File: config.mk
export PLATFORM = sky130hd
export DESIGN_NAME = mmc_mount_fsm
export DESIGN_NICKNAME = d
export VERILOG_FILES = /design/src/rtl/mmc_mount_pkg.sv /design/src/rtl/mmc_wait_timer.sv /design/src/rtl/mmc_resp_decode.sv /design/src/rtl/mmc_mount_fsm.sv
export SDC_FILE = /design/constraint.sdc
export NUM_CORES = 1
export LEC_CHECK = 0
export BUFFER_PORTS_ARGS = -buffer_cell sky130_fd_sc_hd__buf_2
export CAP_MARGIN = 20
export CELL_PAD_IN_SITES_DETAIL_PLACEMENT = 1
export CELL_PAD_IN_SITES_GLOBAL_PLACEMENT = 1
export CORE_UTILIZATION = 32
export DETAILED_ROUTE_END_ITERATION = 16
export PLACE_DENSITY = 0.95
export REMOVE_ABC_BUFFERS = 1
export SLEW_MARGIN = 30
export SYNTH_ARGS = -nofsm -noshare
export SYNTH_HDL_FRONTEND = slang
export SYNTH_SLANG_ARGS = --single-unit
File: constraint.sdc
create_clock -name clk -period 6.16 [get_ports clk]
set_clock_uncertainty 0.1 [all_clocks]
set_input_delay 0 -clock clk [delete_from_list [all_inputs] [get_ports clk]]
set_output_delay 0 -clock clk [all_outputs]
set_load 0.01 [all_outputs]
File: src/rtl/mmc_mount_pkg.sv
package mmc_mount_pkg;

    typedef enum logic [4:0] {
        ST_IDLE, ST_CLK_SETTLE, ST_RESET_CMD, ST_RESET_GAP, ST_OP_COND, ST_OP_GAP,
        ST_GET_ID, ST_SET_ADDR, ST_GET_CSD, ST_SELECT, ST_BLKLEN, ST_READ_EXT,
        ST_HS_SWITCH, ST_HS_STATUS, ST_BW_SWITCH, ST_BW_STATUS, ST_BW_REREAD,
        ST_MOUNTED, ST_FAILED
    } mnt_state_e;

    typedef enum logic [2:0] {
        ERR_NONE = 3'd0, ERR_STATE = 3'd1, ERR_CMD = 3'd2,
        ERR_TIMEOUT = 3'd3, ERR_ACCESS = 3'd4, ERR_ILLEGAL = 3'd5
    } mnt_err_e;

    typedef enum logic [1:0] {
        CLK_400K = 2'd0, CLK_20M = 2'd1, CLK_26M = 2'd2, CLK_52M = 2'd3
    } clk_req_e;

    // switch argument: write-byte access, register byte 185 (timing) / 183 (width)
    localparam logic [31:0] SW_HS_ARG  = 32'h03B9_0100;
    localparam logic [31:0] SW_BW_BASE = 32'h03B7_0000;
    localparam logic [31:0] BLOCK_LEN  = 32'd512;

endpackage

File: src/rtl/mmc_wait_timer.sv
module mmc_wait_timer #(
    parameter int W = 8
) (
    input  logic         clk,
    input  logic         rst_n,
    input  logic         load,
    input  logic [W-1:0] load_val,
    output logic         expired
);
    logic [W-1:0] cnt_q;

    always_ff @(posedge clk or negedge rst_n) begin
        if (!rst_n)             cnt_q <= '0;
        else if (load)          cnt_q <= load_val;
        else if (cnt_q != '0)   cnt_q <= cnt_q - 1'b1;
    end

    assign expired = (cnt_q == '0) && !load;

    // each armed wait decrements by exactly one per cycle
    assert_count_step_R3: assert property (@(posedge clk) disable iff (!rst_n)
        (!load && cnt_q != '0) |=> (cnt_q == $past(cnt_q) - 1'b1));
endmodule

File: src/rtl/mmc_resp_decode.sv
module mmc_resp_decode
    import mmc_mount_pkg::*;
#(
    parameter int MIN_SPEC = 4
) (
    input  logic [127:0] resp,
    input  logic [7:0]   card_type,
    output logic         ocr_ready,
    output logic         ocr_sector,
    output logic         spec_ok,
    output logic         hs_capable,
    output clk_req_e     fast_clk
);
    logic unused_bits;
    assign unused_bits = ^{resp[127:126], resp[121:32], resp[28:0], card_type[7:2]};

    assign ocr_ready  = resp[31];
    assign ocr_sector = (resp[30:29] == 2'b10);
    assign spec_ok    = ({28'd0, resp[125:122]} >= MIN_SPEC);
    assign hs_capable = |card_type[1:0];

    always_comb begin
        if (card_type[1])      fast_clk = CLK_52M;
        else if (card_type[0]) fast_clk = CLK_26M;
        else                   fast_clk = CLK_20M;
    end
endmodule

File: src/rtl/mmc_mount_fsm.sv
module mmc_mount_fsm
    import mmc_mount_pkg::*;
#(
    parameter int          CLK_HZ    = 200_000_000,
    parameter int          RETRY_MAX = 300,
    parameter logic [15:0] RCA       = 16'h0001,
    parameter logic [31:0] HOST_OCR  = 32'h40FF_8080,
    parameter logic [1:0]  BW_CODE   = 2'd2
) (
    input  logic         clk,
    input  logic         rst_n,
    input  logic         start,
    input  logic         host_init,
    input  logic         card_pwr,
    input  logic         eng_busy,
    output logic         cmd_start,
    output logic [5:0]   cmd_index,
    output logic [31:0]  cmd_arg,
    output logic         cmd_data,
    input  logic         cmd_done,
    input  logic         cmd_err,
    input  logic [127:0] resp,
    input  logic [7:0]   ext_card_type,
    output logic         clk_en,
    output logic [1:0]   clk_req,
    output logic [1:0]   bus_width,
    output logic         hs_timing,
    output logic         busy,
    output logic         mount_ok,
    output logic         mount_fail,
    output logic [2:0]   err_code
);
    localparam int MS_CYC  = (CLK_HZ / 1000 > 1) ? CLK_HZ / 1000 : 2;
    localparam int GAP_CYC = (CLK_HZ / 5000 > 1) ? CLK_HZ / 5000 : 2;
    localparam int TMR_W   = $clog2(MS_CYC + 1);
    localparam int TRY_W   = $clog2(RETRY_MAX + 1);
    localparam logic [31:0] RCA_ARG = {RCA, 16'h0000};

    mnt_state_e state_q, state_d;
    mnt_err_e   err_q, err_d;
    clk_req_e   clk_req_q, clk_req_d;
    logic       sent_q, sent_d, clk_en_q, clk_en_d, hs_q, hs_d;
    logic [1:0] bw_q, bw_d;
    logic [TRY_W-1:0] tries_q, tries_d;
    logic       is_cmd, cmd_ok, cmd_bad, fail;
    mnt_err_e   fail_code;
    logic       tmr_load, tmr_done;
    logic [TMR_W-1:0] tmr_val;
    logic       ocr_ready, ocr_sector, spec_ok, hs_capable;
    clk_req_e   fast_clk;

    mmc_wait_timer #(.W(TMR_W)) u_timer (
        .clk(clk), .rst_n(rst_n), .load(tmr_load), .load_val(tmr_val), .expired(tmr_done)
    );

    mmc_resp_decode #(.MIN_SPEC(4)) u_decode (
        .resp(resp), .card_type(ext_card_type), .ocr_ready(ocr_ready),
        .ocr_sector(ocr_sector), .spec_ok(spec_ok), .hs_capable(hs_capable),
        .fast_clk(fast_clk)
    );

    // command presented by each issuing state
    always_comb begin
        is_cmd    = 1'b1;
        cmd_index = 6'd0;
        cmd_arg   = 32'd0;
        cmd_data  = 1'b0;
        unique case (state_q)
            ST_RESET_CMD: cmd_index = 6'd0;
            ST_OP_COND:   begin cmd_index = 6'd1;  cmd_arg = HOST_OCR; end
            ST_GET_ID:    cmd_index = 6'd2;
            ST_SET_ADDR:  begin cmd_index = 6'd3;  cmd_arg = RCA_ARG; end
            ST_GET_CSD:   begin cmd_index = 6'd9;  cmd_arg = RCA_ARG; end
            ST_SELECT:    begin cmd_index = 6'd7;  cmd_arg = RCA_ARG; end
            ST_BLKLEN:    begin cmd_index = 6'd16; cmd_arg = BLOCK_LEN; end
            ST_READ_EXT,
            ST_BW_REREAD: begin cmd_index = 6'd8;  cmd_data = 1'b1; end
            ST_HS_SWITCH: begin cmd_index = 6'd6;  cmd_arg = SW_HS_ARG; end
            ST_BW_SWITCH: begin cmd_index = 6'd6;  cmd_arg = SW_BW_BASE | {16'd0, 6'd0, BW_CODE, 8'd0}; end
            ST_HS_STATUS,
            ST_BW_STATUS: begin cmd_index = 6'd13; cmd_arg = RCA_ARG; end
            default:      is_cmd = 1'b0;
        endcase
    end

    assign cmd_start = is_cmd && !sent_q;
    assign cmd_ok    = is_cmd && sent_q && cmd_done && !cmd_err;
    assign cmd_bad   = is_cmd && sent_q && cmd_done && cmd_err;

    // next-state and datapath decisions
    always_comb begin
        state_d = state_q; err_d = err_q; clk_req_d = clk_req_q; clk_en_d = clk_en_q;
        hs_d = hs_q; bw_d = bw_q; tries_d = tries_q;
        sent_d = cmd_start ? 1'b1 : (cmd_done ? 1'b0 : sent_q);
        tmr_load = 1'b0; tmr_val = TMR_W'(MS_CYC - 1);
        fail = cmd_bad; fail_code = ERR_CMD;
        unique case (state_q)
            ST_IDLE, ST_MOUNTED, ST_FAILED: if (start) begin
                if (!host_init || !card_pwr || eng_busy) begin
                    state_d = ST_FAILED; err_d = ERR_STATE;
                end else begin
                    state_d = ST_CLK_SETTLE; err_d = ERR_NONE; clk_req_d = CLK_400K;
                    clk_en_d = 1'b1; hs_d = 1'b0; bw_d = 2'd0; tries_d = '0;
                    tmr_load = 1'b1;
                end
            end
            ST_CLK_SETTLE: if (tmr_done) state_d = ST_RESET_CMD;
            ST_RESET_CMD: if (cmd_ok) begin
                state_d = ST_RESET_GAP; tmr_load = 1'b1; tmr_val = TMR_W'(GAP_CYC - 1);
            end
            ST_RESET_GAP, ST_OP_GAP: if (tmr_done) state_d = ST_OP_COND;
            ST_OP_COND: if (cmd_ok) begin
                tries_d = tries_q + 1'b1;
                if (ocr_ready) begin
                    if (ocr_sector) state_d = ST_GET_ID;
                    else begin fail = 1'b1; fail_code = ERR_ACCESS; end
                end else if (tries_q + 1'b1 >= TRY_W'(RETRY_MAX)) begin
                    fail = 1'b1; fail_code = ERR_TIMEOUT;
                end else begin
                    state_d = ST_OP_GAP; tmr_load = 1'b1;
                end
            end
            ST_GET_ID:   if (cmd_ok) state_d = ST_SET_ADDR;
            ST_SET_ADDR: if (cmd_ok) state_d = ST_GET_CSD;
            ST_GET_CSD:  if (cmd_ok) begin
                if (spec_ok) state_d = ST_SELECT;
                else begin fail = 1'b1; fail_code = ERR_ILLEGAL; end
            end
            ST_SELECT:   if (cmd_ok) begin state_d = ST_BLKLEN; clk_req_d = CLK_20M; end
            ST_BLKLEN:   if (cmd_ok) state_d = ST_READ_EXT;
            ST_READ_EXT: if (cmd_ok) state_d = hs_capable ? ST_HS_SWITCH : ST_HS_STATUS;
            ST_HS_SWITCH: if (cmd_ok) begin
                state_d = ST_HS_STATUS; hs_d = 1'b1; clk_req_d = fast_clk;
            end
            ST_HS_STATUS: if (cmd_ok) state_d = ST_BW_SWITCH;
            ST_BW_SWITCH: begin
                if (cmd_ok)  begin state_d = ST_BW_STATUS; bw_d = BW_CODE; end
                if (cmd_bad) bw_d = 2'd0;
            end
            ST_BW_STATUS: if (cmd_ok) state_d = ST_BW_REREAD;
            ST_BW_REREAD: if (cmd_ok) state_d = ST_MOUNTED;
            default:      state_d = ST_IDLE;
        endcase
        if (fail) begin
            state_d = ST_FAILED; err_d = fail_code; clk_en_d = 1'b0; sent_d = 1'b0;
        end
    end

    // state register
    always_ff @(posedge clk or negedge rst_n) begin
        if (!rst_n) begin
            state_q <= ST_IDLE; err_q <= ERR_NONE; clk_req_q <= CLK_400K;
            clk_en_q <= 1'b0; hs_q <= 1'b0; bw_q <= 2'd0; tries_q <= '0; sent_q <= 1'b0;
        end else begin
            state_q <= state_d; err_q <= err_d; clk_req_q <= clk_req_d;
            clk_en_q <= clk_en_d; hs_q <= hs_d; bw_q <= bw_d; tries_q <= tries_d; sent_q <= sent_d;
        end
    end

    assign clk_en     = clk_en_q;
    assign clk_req    = clk_req_q;
    assign bus_width  = bw_q;
    assign hs_timing  = hs_q;
    assign err_code   = err_q;
    assign mount_ok   = (state_q == ST_MOUNTED);
    assign mount_fail = (state_q == ST_FAILED);
    assign busy       = !(state_q inside {ST_IDLE, ST_MOUNTED, ST_FAILED});

    assert_state_err_R1: assert property (@(posedge clk) disable iff (!rst_n)
        (start && !busy && eng_busy) |=> (mount_fail && err_code == 3'd1 && !cmd_start));
    assert_slow_poll_R2: assert property (@(posedge clk) disable iff (!rst_n)
        (cmd_start && cmd_index == 6'd1) |-> (clk_en && clk_req == 2'd0));
    assert_try_bound_R4: assert property (@(posedge clk) disable iff (!rst_n)
        tries_q <= TRY_W'(RETRY_MAX));
    assert_hold_cmd_R6: assert property (@(posedge clk) disable iff (!rst_n)
        (sent_q && !cmd_done) |=> ($stable(cmd_index) && $stable(cmd_arg)));
    assert_hs_fast_R9: assert property (@(posedge clk) disable iff (!rst_n)
        hs_timing |-> (clk_req != 2'd0));
    assert_width_code_R10: assert property (@(posedge clk) disable iff (!rst_n)
        (bus_width == 2'd0) || (bus_width == BW_CODE));
    assert_fail_clk_R11: assert property (@(posedge clk) disable iff (!rst_n)
        (mount_fail && err_code != 3'd1) |-> !clk_en);
endmodule

; ---- After elaboration in Yosys (flattened, before gate mapping)
; Cells that the tools add are included.
[totals]
register_bits = 42
latchBits = 0
ramBits = 0
rom_bits = 0
in_bits = 144
out_inout_bits = 52
word_cells = 181
n_memories = 0
[op_classes]
n_addsub = 2
n_mul = 0
div_mod_pow = 0
n_lt_le_gt_ge = 2
eq_ne = 45
n_shift = 0
n_mux = 82
bitwise_logic = 0
n_reduce_logical = 41
[ops]
columns = op, n
row1 = $pmux 31 s5, 1
row2 = $mux 5, 22
row3 = $pmux 5 s16, 1
row4 = $mux 18, 4
row5 = $ne 3x3->1 const B, 18
row6 = $pmux 5 s9, 1
row7 = $eq 5x4->1 const B, 8
row8 = $mux 1, 27
row9 = $mux 9, 3
row10 = $mux 3, 8
row11 = $eq 5x3->1 const B, 4
row12 = $reduce_and 19->1, 1
row13 = $logic_not 18->1, 1
row14 = $pmux 9 s2, 1
row15 = $reduce_bool 18->1, 1
row16 = $sub 18x1->18 const B, 1
row17 = $mux 2, 8
row18 = $eq 5x5->1 const B, 3
row19 = $reduce_or 13->1, 1
row20 = $ne 2x2->1 const B, 6
row21 = $reduce_and 4->1, 3
row22 = $reduce_bool 2->1, 6
row23 = $eq 5x2->1 const B, 2
row24 = $reduce_or 2->1, 5
row25 = other kinds (21), 36

; ---- Longest topological paths before layout
; Gate-level depths: netlist (run 1).
[logic_depth]
word_depth = 13
mapped_depth = 9
depth_no_buf = 8

; ---- Hierarchy
; Synthesis (run 1) repeated with hierarchy kept, for this count alone.
[unflattened]
cells_unflattened = 402
hier_area_um2 = 3296.9
[by_module_without_submodules]
columns = mod, instances, cells_per_inst, area_each_um2, seq_area_each_um2
row1 = mmc_mount_fsm, 1, 272, 2104.5, 575.6
row2 = mmc_wait_timer, 1, 124, 1152.4, 450.4
row3 = mmc_resp_decode, 1, 6, 40.0, 0.0

; ---- Worst setup path after synthesis (run 1)
; No wires, ideal clock.
[synth_path]
kind = register -> register
start = register tries_q[0]
end = register state_q[4]
setup_ns = 0.126
arrival_ns = 2.246
t_required_ns = 5.934
slack_ns = 3.688
path_stages_with_launch = 9
n_path_buf = 1
synth_period_minus_slack_ns = 2.472
path_cell_list = dfrtp_1 -> ha_1 -> buf_4 -> and3_1 -> o2111ai_1 -> a31o_2 -> a31o_2 -> o311a_1 -> a311o_1
[synth_between]
elab_chain_cells = 10
word_cells_on_any_way = 33
classes_between = add/sub: 1 / order compare: 1 / eq/ne: 19 / mux: 9 / reduce/logical: 3
[synth_lines]
columns = element, line_no
row1 = start: declaration, mmc_mount_fsm.sv:44  ; logic [TRY_W-1:0] tries_q, tries_d;
row2 = start signal: assignment, mmc_mount_fsm.sv:156  ; clk_en_q <= clk_en_d; hs_q <= hs_d; bw_q <= bw_d; tries_q <= tries_d; sent_q <= sent_d;
row3 = $add 9x1->9 *, mmc_mount_fsm.sv:117  ; end else if (tries_q + 1'b1 >= TRY_W'(RETRY_MAX)) begin
row4 = $ge 9x9->1 *, mmc_mount_fsm.sv:117
row5 = $mux 1, mmc_mount_fsm.sv:117
row6 = $mux 1, mmc_mount_fsm.sv:114  ; if (ocr_ready) begin
row7 = $mux 1, mmc_mount_fsm.sv:112  ; ST_OP_COND: if (cmd_ok) begin
row8 = $pmux 1 s3, mmc_mount_fsm.sv:97  ; unique case (state_q)
row9 = $logic_not 1->1, mmc_wait_timer.sv:18  ; assign expired = (cnt_q == '0) && !load;
row10 = $logic_and 1x1->1, mmc_wait_timer.sv:18
row11 = $ne 3x3->1 (no line), n/a
row12 = $reduce_and 19->1 (no line), n/a
row13 = end signal: assignment, mmc_mount_fsm.sv:155  ; state_q <= state_d; err_q <= err_d; clk_req_q <= clk_req_d;
row14 = end: declaration, mmc_mount_fsm.sv:39  ; mnt_state_e state_q, state_d;
; Mark *: on every way between the ends. The rest lies on a longest branch, timed or not.
; A chain may end at the register's enable or synchronous reset.

; ---- Final worst setup path (run 1)
[layout_path]
start = register state_q[0]
end = register state_q[4]
[layout_between]
elab_chain_cells = 12
word_cells_on_any_way = 61
classes_between = eq/ne: 37 / mux: 13 / reduce/logical: 11
[layout_lines]
columns = element, line_no
row1 = $eq 5x5->1 (tied with other cells), "mmc_mount_fsm.sv:68, mmc_mount_fsm.sv:97"
row2 = $reduce_or 13->1 (no line), n/a
row3 = $mux 1, mmc_mount_fsm.sv:68  ; unique case (state_q)
row4 = $logic_and 1x1->1 (2 in series), "mmc_mount_fsm.sv:87, mmc_mount_fsm.sv:88"
row5 = $logic_and 1x1->1 (on tied branches), "mmc_mount_fsm.sv:88, mmc_mount_fsm.sv:87"
row6 = $mux 1 (on tied branches), n/a
row7 = $mux 1 / $pmux 1 s3 (equally long branches), "mmc_mount_fsm.sv:114, mmc_mount_fsm.sv:97"
row8 = $mux 1 / $logic_not 1->1 (equally long branches), "mmc_mount_fsm.sv:112, mmc_wait_timer.sv:18"
row9 = $pmux 1 s2 / $logic_and 1x1->1 (equally long branches), "mmc_mount_fsm.sv:97, mmc_wait_timer.sv:18"
row10 = $ne 4x4->1 (no line) / $ne 3x3->1 (equally long branches), n/a
row11 = $reduce_and 19->1 (no line), n/a
; Parallel ways exist; a longest one is shown, timed or not.

==> results of run 1 <==
-- path summary, 6_finish.rpt --
path	end	cells after the start	slack [ps]	from
max	state_q[4]	6	3010	state_q[0]
min	err_code[0]	4	30	resp[125]
max reg2reg	state_q[4]	6	3010	state_q[0]
min reg2reg	clk_req[0]	1	400	clk_req[0]
max in group asynchronous	sent_q	2	5440	rst_n
min in group asynchronous	u_timer.cnt_q[3]	2	140	rst_n
-- area by class of cell --
| cell class | instances | area, µm² |
|---|---|---|
| multi-input combinational | 305 | 1890 |
| timing repair buffer | 51 | 275 |
| sequential | 41 | 1030 |
| fill | 1194 | 6190 |
| clock buffer | 6 | 82.6 |
| inverter | 9 | 33.8 |
| clock inverter | 2 | 13.8 |
| tap | 133 | 166 |
-- state kept, by name (all words and copies together) (netlist names), 2 cells and up --
signal / cells
u_timer.cnt_q: 18
tries_q: 9
state_q: 5
err_code: 3
clk_req: 2
-- worst reg2reg max path, delay by kind of cell (launching register included) --
| family | cells | cell delay, ps |
|---|---|---|
| and+or+nand+nor | 2 | 690 |
| DFF | 1 | 780 |
| AOI/OAI and AO/OA | 4 | 1480 |
-- Yosys cell counts, types with 8 or more instances --
cell / count / share of area (%)
nor2_1: 37 / 4.4
nand2_1: 27 / 3.2
and3_1: 15 / 3.0
clkbuf_1: 9 / 1.1
inv_1: 9 / 1.1
xor2_1: 10 / 2.8
a21oi_1: 24 / 3.8
nand3_1: 17 / 2.7
nor3_1: 8 / 1.3
dfrtp_1: 41 / 32
buf_4: 27 / 6.4
o21ai_0: 26 / 4.1
xnor2_1: 9 / 2.5
-- report_power, final --
group / internal (mW) / total [mW] / switching (mW)
clock: 0.0911 / 0.194 / 0.103
sequential: 0.348 / 0.506 / 0.158
combinational: 0.272 / 0.668 / 0.396
-- repair_timing --
action                                  in CTS  in global routing
endpoints found under the setup margin       0                  0
hold buffers                                 3                  0
hold endpoints to repair                    43                  0
-- cell families (layout without fill, tap and decap cells) --
family,count (synthesis),after routing,synth area share [%]
buf+inv,56,68,10.6
fa+ha+maj,3,3,1.18
simple gates,161,161,28.4
xor+xnor,19,19,5.23
compound gates,99,99,20.9
mux,4,4,1.30
other cells,1,19,0.118
flops,41,41,32.3
-- routing by layer --
| metal | share of wire [%] | up-vias |
|---|---|---|
| li1 | - | 1407 |
| met1 | 41 | 1533 |
| met4 | 3.2 | 0 |
| met2 | 51 | 99 |
| met3 | 4.3 | 23 |
| met5 | 0 | - |
-- layout by cell type, fill, tap and decap left out, drive strengths merged, types with 10 or more instances in the layout --
cell type  netlist  layout
buf             37      48
a21oi           24      24
xor2            10      10
o21ai           26      26
and3            15      15
dfrtp           41      41
nand2           27      27
nor2            38      38
conb             1      19
nor3            10      10
nand3           17      17
-- through the flow --
| stage | utilization (%) | hold WS [ps] | std cells | total power, mW |
|---|---|---|---|---|
| floorplan | - | -396 | 355 | 0.925 |
| global placement | 34.6 | 88.0 | 535 | 1.10 |
| detailed placement | 34.6 | 107 | 535 | 1.16 |
| CTS | 35.9 | 22.6 | 546 | 1.36 |
| global route | 36.0 | 80.4 | 547 | 1.46 |
| finish | 36.0 | 29.2 | 547 | 1.37 |
==> metrics.md, run 1 <==
| Metric | Value |
|---|---|
| Status | complete, no violations |
| CTS root buffer | clkbuf_8 |
| Hold Path Class | in2reg |
| Crit path DAT | 3230 ps |
| Post-CTS setup buffers | 0 |
| Vias per inst | 5.60 |
| Slew HR | 43.1% |
| Gpl congestion | 0.846 |
| Clock sinks | 41 |
| Final setup margin | 3010 ps |
| Crit path launch type | flop |
| Post-route cell area | 3490 µm² |
| Aggregate global-route resource usage | 18.8% |
| H-Tree Depth | 2 |
| Worst EP required | 6240 ps |
| Crit path max-delay family | compound AO/OA/AOI/OAI gates |
| Final wirelength | 9510 µm |
| Initial Util | 32.8% |
| Cell Rows | 36 |
| Total negative slack | 0 ps |
| Ys Warns | 0 |
| P_leak | 1.58 nW |
| Synth Instances | 384 |
| Busiest grt layer | met2 |
| Clk_lat worst skew | 300 ps |
| Crit. End Element | flop |
| Final #Nets | 560 |
| Largest net degree at the start of global routing | 42 |
| Peak Freq | 317 MHz |
| Final HPWL DP | 6800 µm |
| CP Class | reg2reg |
| Endpoints failing hold | 0 |
| Die Area | 10300 µm² |
| Slowest cell on crit path | dfrtp_1 |
| Pre-antenna DRT Iters | 4 |
| Initial antenna violation count | 0 |
| Synth Cell Area | 3180 µm² |
| Final Cycle Share | 51.2% |
| Worst-path clk slew | 80 ps |
| IO buf count | 47 |
| # DRC | 0 |
| # setup viols final | 0 |
| Antenna Cells | 0 |
| Layout cells sized above 1 | 18.4% |
| CP peak stage delay | 780 ps |
| Area Growth Syn to Fin | 9.72% |
| Die X | 102 µm |
| Post-Place Worst Slack | 3150 ps |
| Vias post-DR | 3062 |
| Synth async-reset ratio | 100% |
| CTS Buf Count | 5 |
| Remaining Overflow, GRT | 0 |
| Max Cap Violations | 0 |
| Met2 Usage GRT | 33.5% |
| Routing usage on met1 | 21.9% |
| IO Pins | 196 |
| Met3 usage | 2.76% |
| Top FF cell, synth | dfrtp_1 |
| CTS tree | done |
| Max IR drop VDD | 231 µV |
| CP bufs+invs | 0 |
| Vias in the first global route | 3143 |
| Routed Antenna Nets | 0 |
| Global-route wire length before repair | 15300 µm |
| Unrepaired setup endpoints after global routing | false |
| Critical Path, Cell by Cell | or3b_1, nor2_2, a311oi_1, o211a_1, a21oi_1, a311o_1 |
| Final-report max-slew violation count | 0 |
| Drt wl/cell | 17.4 µm |
| EDFF count, synth | 0 |
| Crit-path max FO | 21 |
| Post-placement cell area | 3350 µm² |
| Core ar. | 9680 µm² |
| Power per Cell Area | 392 nW/µm² |
| Starting DRT DRC Count | 251 |
| Die H | 102 µm |
| Slew @ Worst Pin | 854 ps |
| Syn_area_per_cell | 8.28 µm² |
| Fin crit period | 3150 ps |
| Clock Path Buffers | 2 |
| Post_cts resized | 0 |
| Register area share after synthesis | 32.3% |
| Synthesis-stage register bit count | 41 |
| Cell variety after synth | 73 |
(Power assumes the default switching activity.)
==> run 2: changes to the inputs <==
Settings changed: CORE_UTILIZATION 32 to 30, PLACE_DENSITY 0.95 to 0.9.
Clock period 6.16 ns to 3 ns, I/O delays scaled along.
==> run 2 against run 1 <==
Effect of this change: count of clock-buffer cells in the layout did not move; first-iteration DRC count fell by 57%; hold slack improved by 16 ps; combinational power rose by 130%; total power rose by 110%; critical path depth did not move; register-to-register slack got worse by 2800 ps; non-clock buffer count rose by 11; largest cell class unchanged.
==> metrics.md, run 2 (synthesis gave the netlist of run 1 again) <==
| Metric | Value |
|---|---|
| Die H | 105 µm |
| Max Cap Violations | 0 |
| Post_cts resized | 0 |
| Slew @ Worst Pin | 779 ps |
| Final hold slack | 45.5 ps |
| Core ar. | 10300 µm² |
| Drt wl/cell | 17.0 µm |
| Clk_lat worst skew | 300 ps |
| Gpl congestion | 0.838 |
| Hold_buf cts | 3 |
| Post-placement cell area | 3430 µm² |
| Clock sinks | 41 |
| Status | complete, no violations |
| H-Tree Depth | 2 |
| Largest register FFs | 18 |
| Global-route wire length before repair | 15900 µm |
| Final #Nets | 571 |
| Slowest cell on crit path | o22ai_1 |
| Commonest cells after routing, fill and taps aside | buf_2 (46), dfrtp_1 (41), nor2_1 (37) |
| Remaining Overflow, GRT | 0 |
| Fin crit period | 2810 ps |
| CP peak stage delay | 610 ps |
| Pre-antenna DRT Iters | 4 |
| Vias in the first global route | 3198 |
| Register area | 1030 µm² |
| Power per Cell Area | 797 nW/µm² |
| Max IR drop VDD | 351 µV |
| Peak Freq | 356 MHz |
| Initial antenna violation count | 0 |
| Endpoints failing hold | 0 |
| # DRC | 0 |
| Final core utilization | 34.4% |
| Crit path DAT | 2900 ps |
| Crit. End Element | flop |
| Aggregate global-route resource usage | 17.9% |
| Largest net degree at the start of global routing | 42 |
| Most common cell after layout, fill and taps aside | buf_2 |
| Crit path launch type | flop |
| Cell Rows | 37 |
| Total negative slack | 0 ps |
| Critical Path, Cell by Cell | or3b_1, nor2_2, nor2_1, o22ai_1, o21ai_0, o41ai_1 |
| IO Pins | 196 |
| Post-route cell area | 3560 µm² |
| CP Class | reg2reg |
| Post-CTS setup buffers | 0 |
| Slew HR | 48.1% |
| Layout cells sized above 1 | 20.0% |
| Final-report max-slew violation count | 0 |
| Reg-to-reg slack, setup | 190 ps |
| Worst-path clk slew | 90 ps |
| # setup viols final | 0 |
| Biggest regs | u_timer.cnt_q (18), tries_q (9), state_q (5) |
| Final HPWL DP | 7040 µm |
| Die Area | 11000 µm² |
| Area Growth Syn to Fin | 11.8% |
| Overall Power | 2.83 mW |
| Initial Util | 30.8% |
| CTS root buffer | clkbuf_8 |
| CTS Buf Count | 5 |
| Starting DRT DRC Count | 107 |
| Antenna Cells | 0 |
| CP bufs+invs | 0 |
| P_leak | 1.63 nW |
| Final wirelength | 9550 µm |
| IO buf count | 47 |
| Vias post-DR | 3047 |
| Top reg by flops | u_timer.cnt_q |
| Final Cycle Share | 93.6% |
| Fillers | 1255 |
| Crit-path max FO | 12 |
| Crit path max-delay family | simple AND/OR/NAND/NOR gates |
| Vias per inst | 5.43 |
| Unrepaired setup endpoints after global routing | false |
| Multi-input gate area in the final layout | 1890 µm² |
| Die X | 105 µm |
| Worst EP required | 3090 ps |
| Routed Antenna Nets | 0 |
| Clock Path Buffers | 2 |
| Hold Path Class | in2reg |
| CTS tree | done |
-- run 2: per-stage QoR --
| step | cells | worst slack (ps) |
|---|---|---|
| final | 561 | 192 |
| after CTS | 560 | 217 |
| after detailed placement | 549 | 242 |
| after global routing | 561 | 7.15 |
| after global placement | 549 | 318 |
| after floorplan | 355 | 329 |
-- run 2: report_power, final --
group / internal (mW) / leakage (nW) / switching, mW
Sequential: 0.717 / 0.515 / 0.220
Combinational: 0.604 / 1.07 / 0.923
Clock: 0.162 / 0.0450 / 0.206
Total: 1.48 / 1.63 / 1.35
-- run 2: final cells by class --
class / count / area share [%]
repair buffers: 62 / 10.1
flip-flops and latches: 41 / 28.9
multi-input cells: 305 / 53.0
well taps: 136 / 4.79
clock buffers: 6 / 2.04
clock inverters: 2 / 0.281
inverters: 9 / 0.950
-- run 2: routing by layer --
layer  part of all wire, %  wire [µm]  track usage, %
met1                    43       4120            21.7
met2                    52       4950            32.3
met3                   3.7        352            2.62
met4                   1.3        122            5.33
met5                     0          0               0
-- run 2: worst reg2reg max path, stage by stage, from the launching register on --
cell	delay, ps
dfrtp_1	500
or3b_1	590
nor2_2	470
nor2_1	110
o22ai_1	610
o21ai_0	220
o41ai_1	100
-- run 2: path summary, 6_finish.rpt --
| path | to | cells after the start | startpoint |
|---|---|---|---|
| setup / recovery | tries_q[5] | 6 | state_q[2] |
| hold / removal | err_code[1] | 4 | start |
| setup reg to reg | tries_q[5] | 6 | state_q[2] |
| hold reg to reg | hs_timing | 2 | hs_timing |
| max in group asynchronous | err_code[1] | 2 | rst_n |
| min in group asynchronous | u_timer.cnt_q[3] | 2 | rst_n |
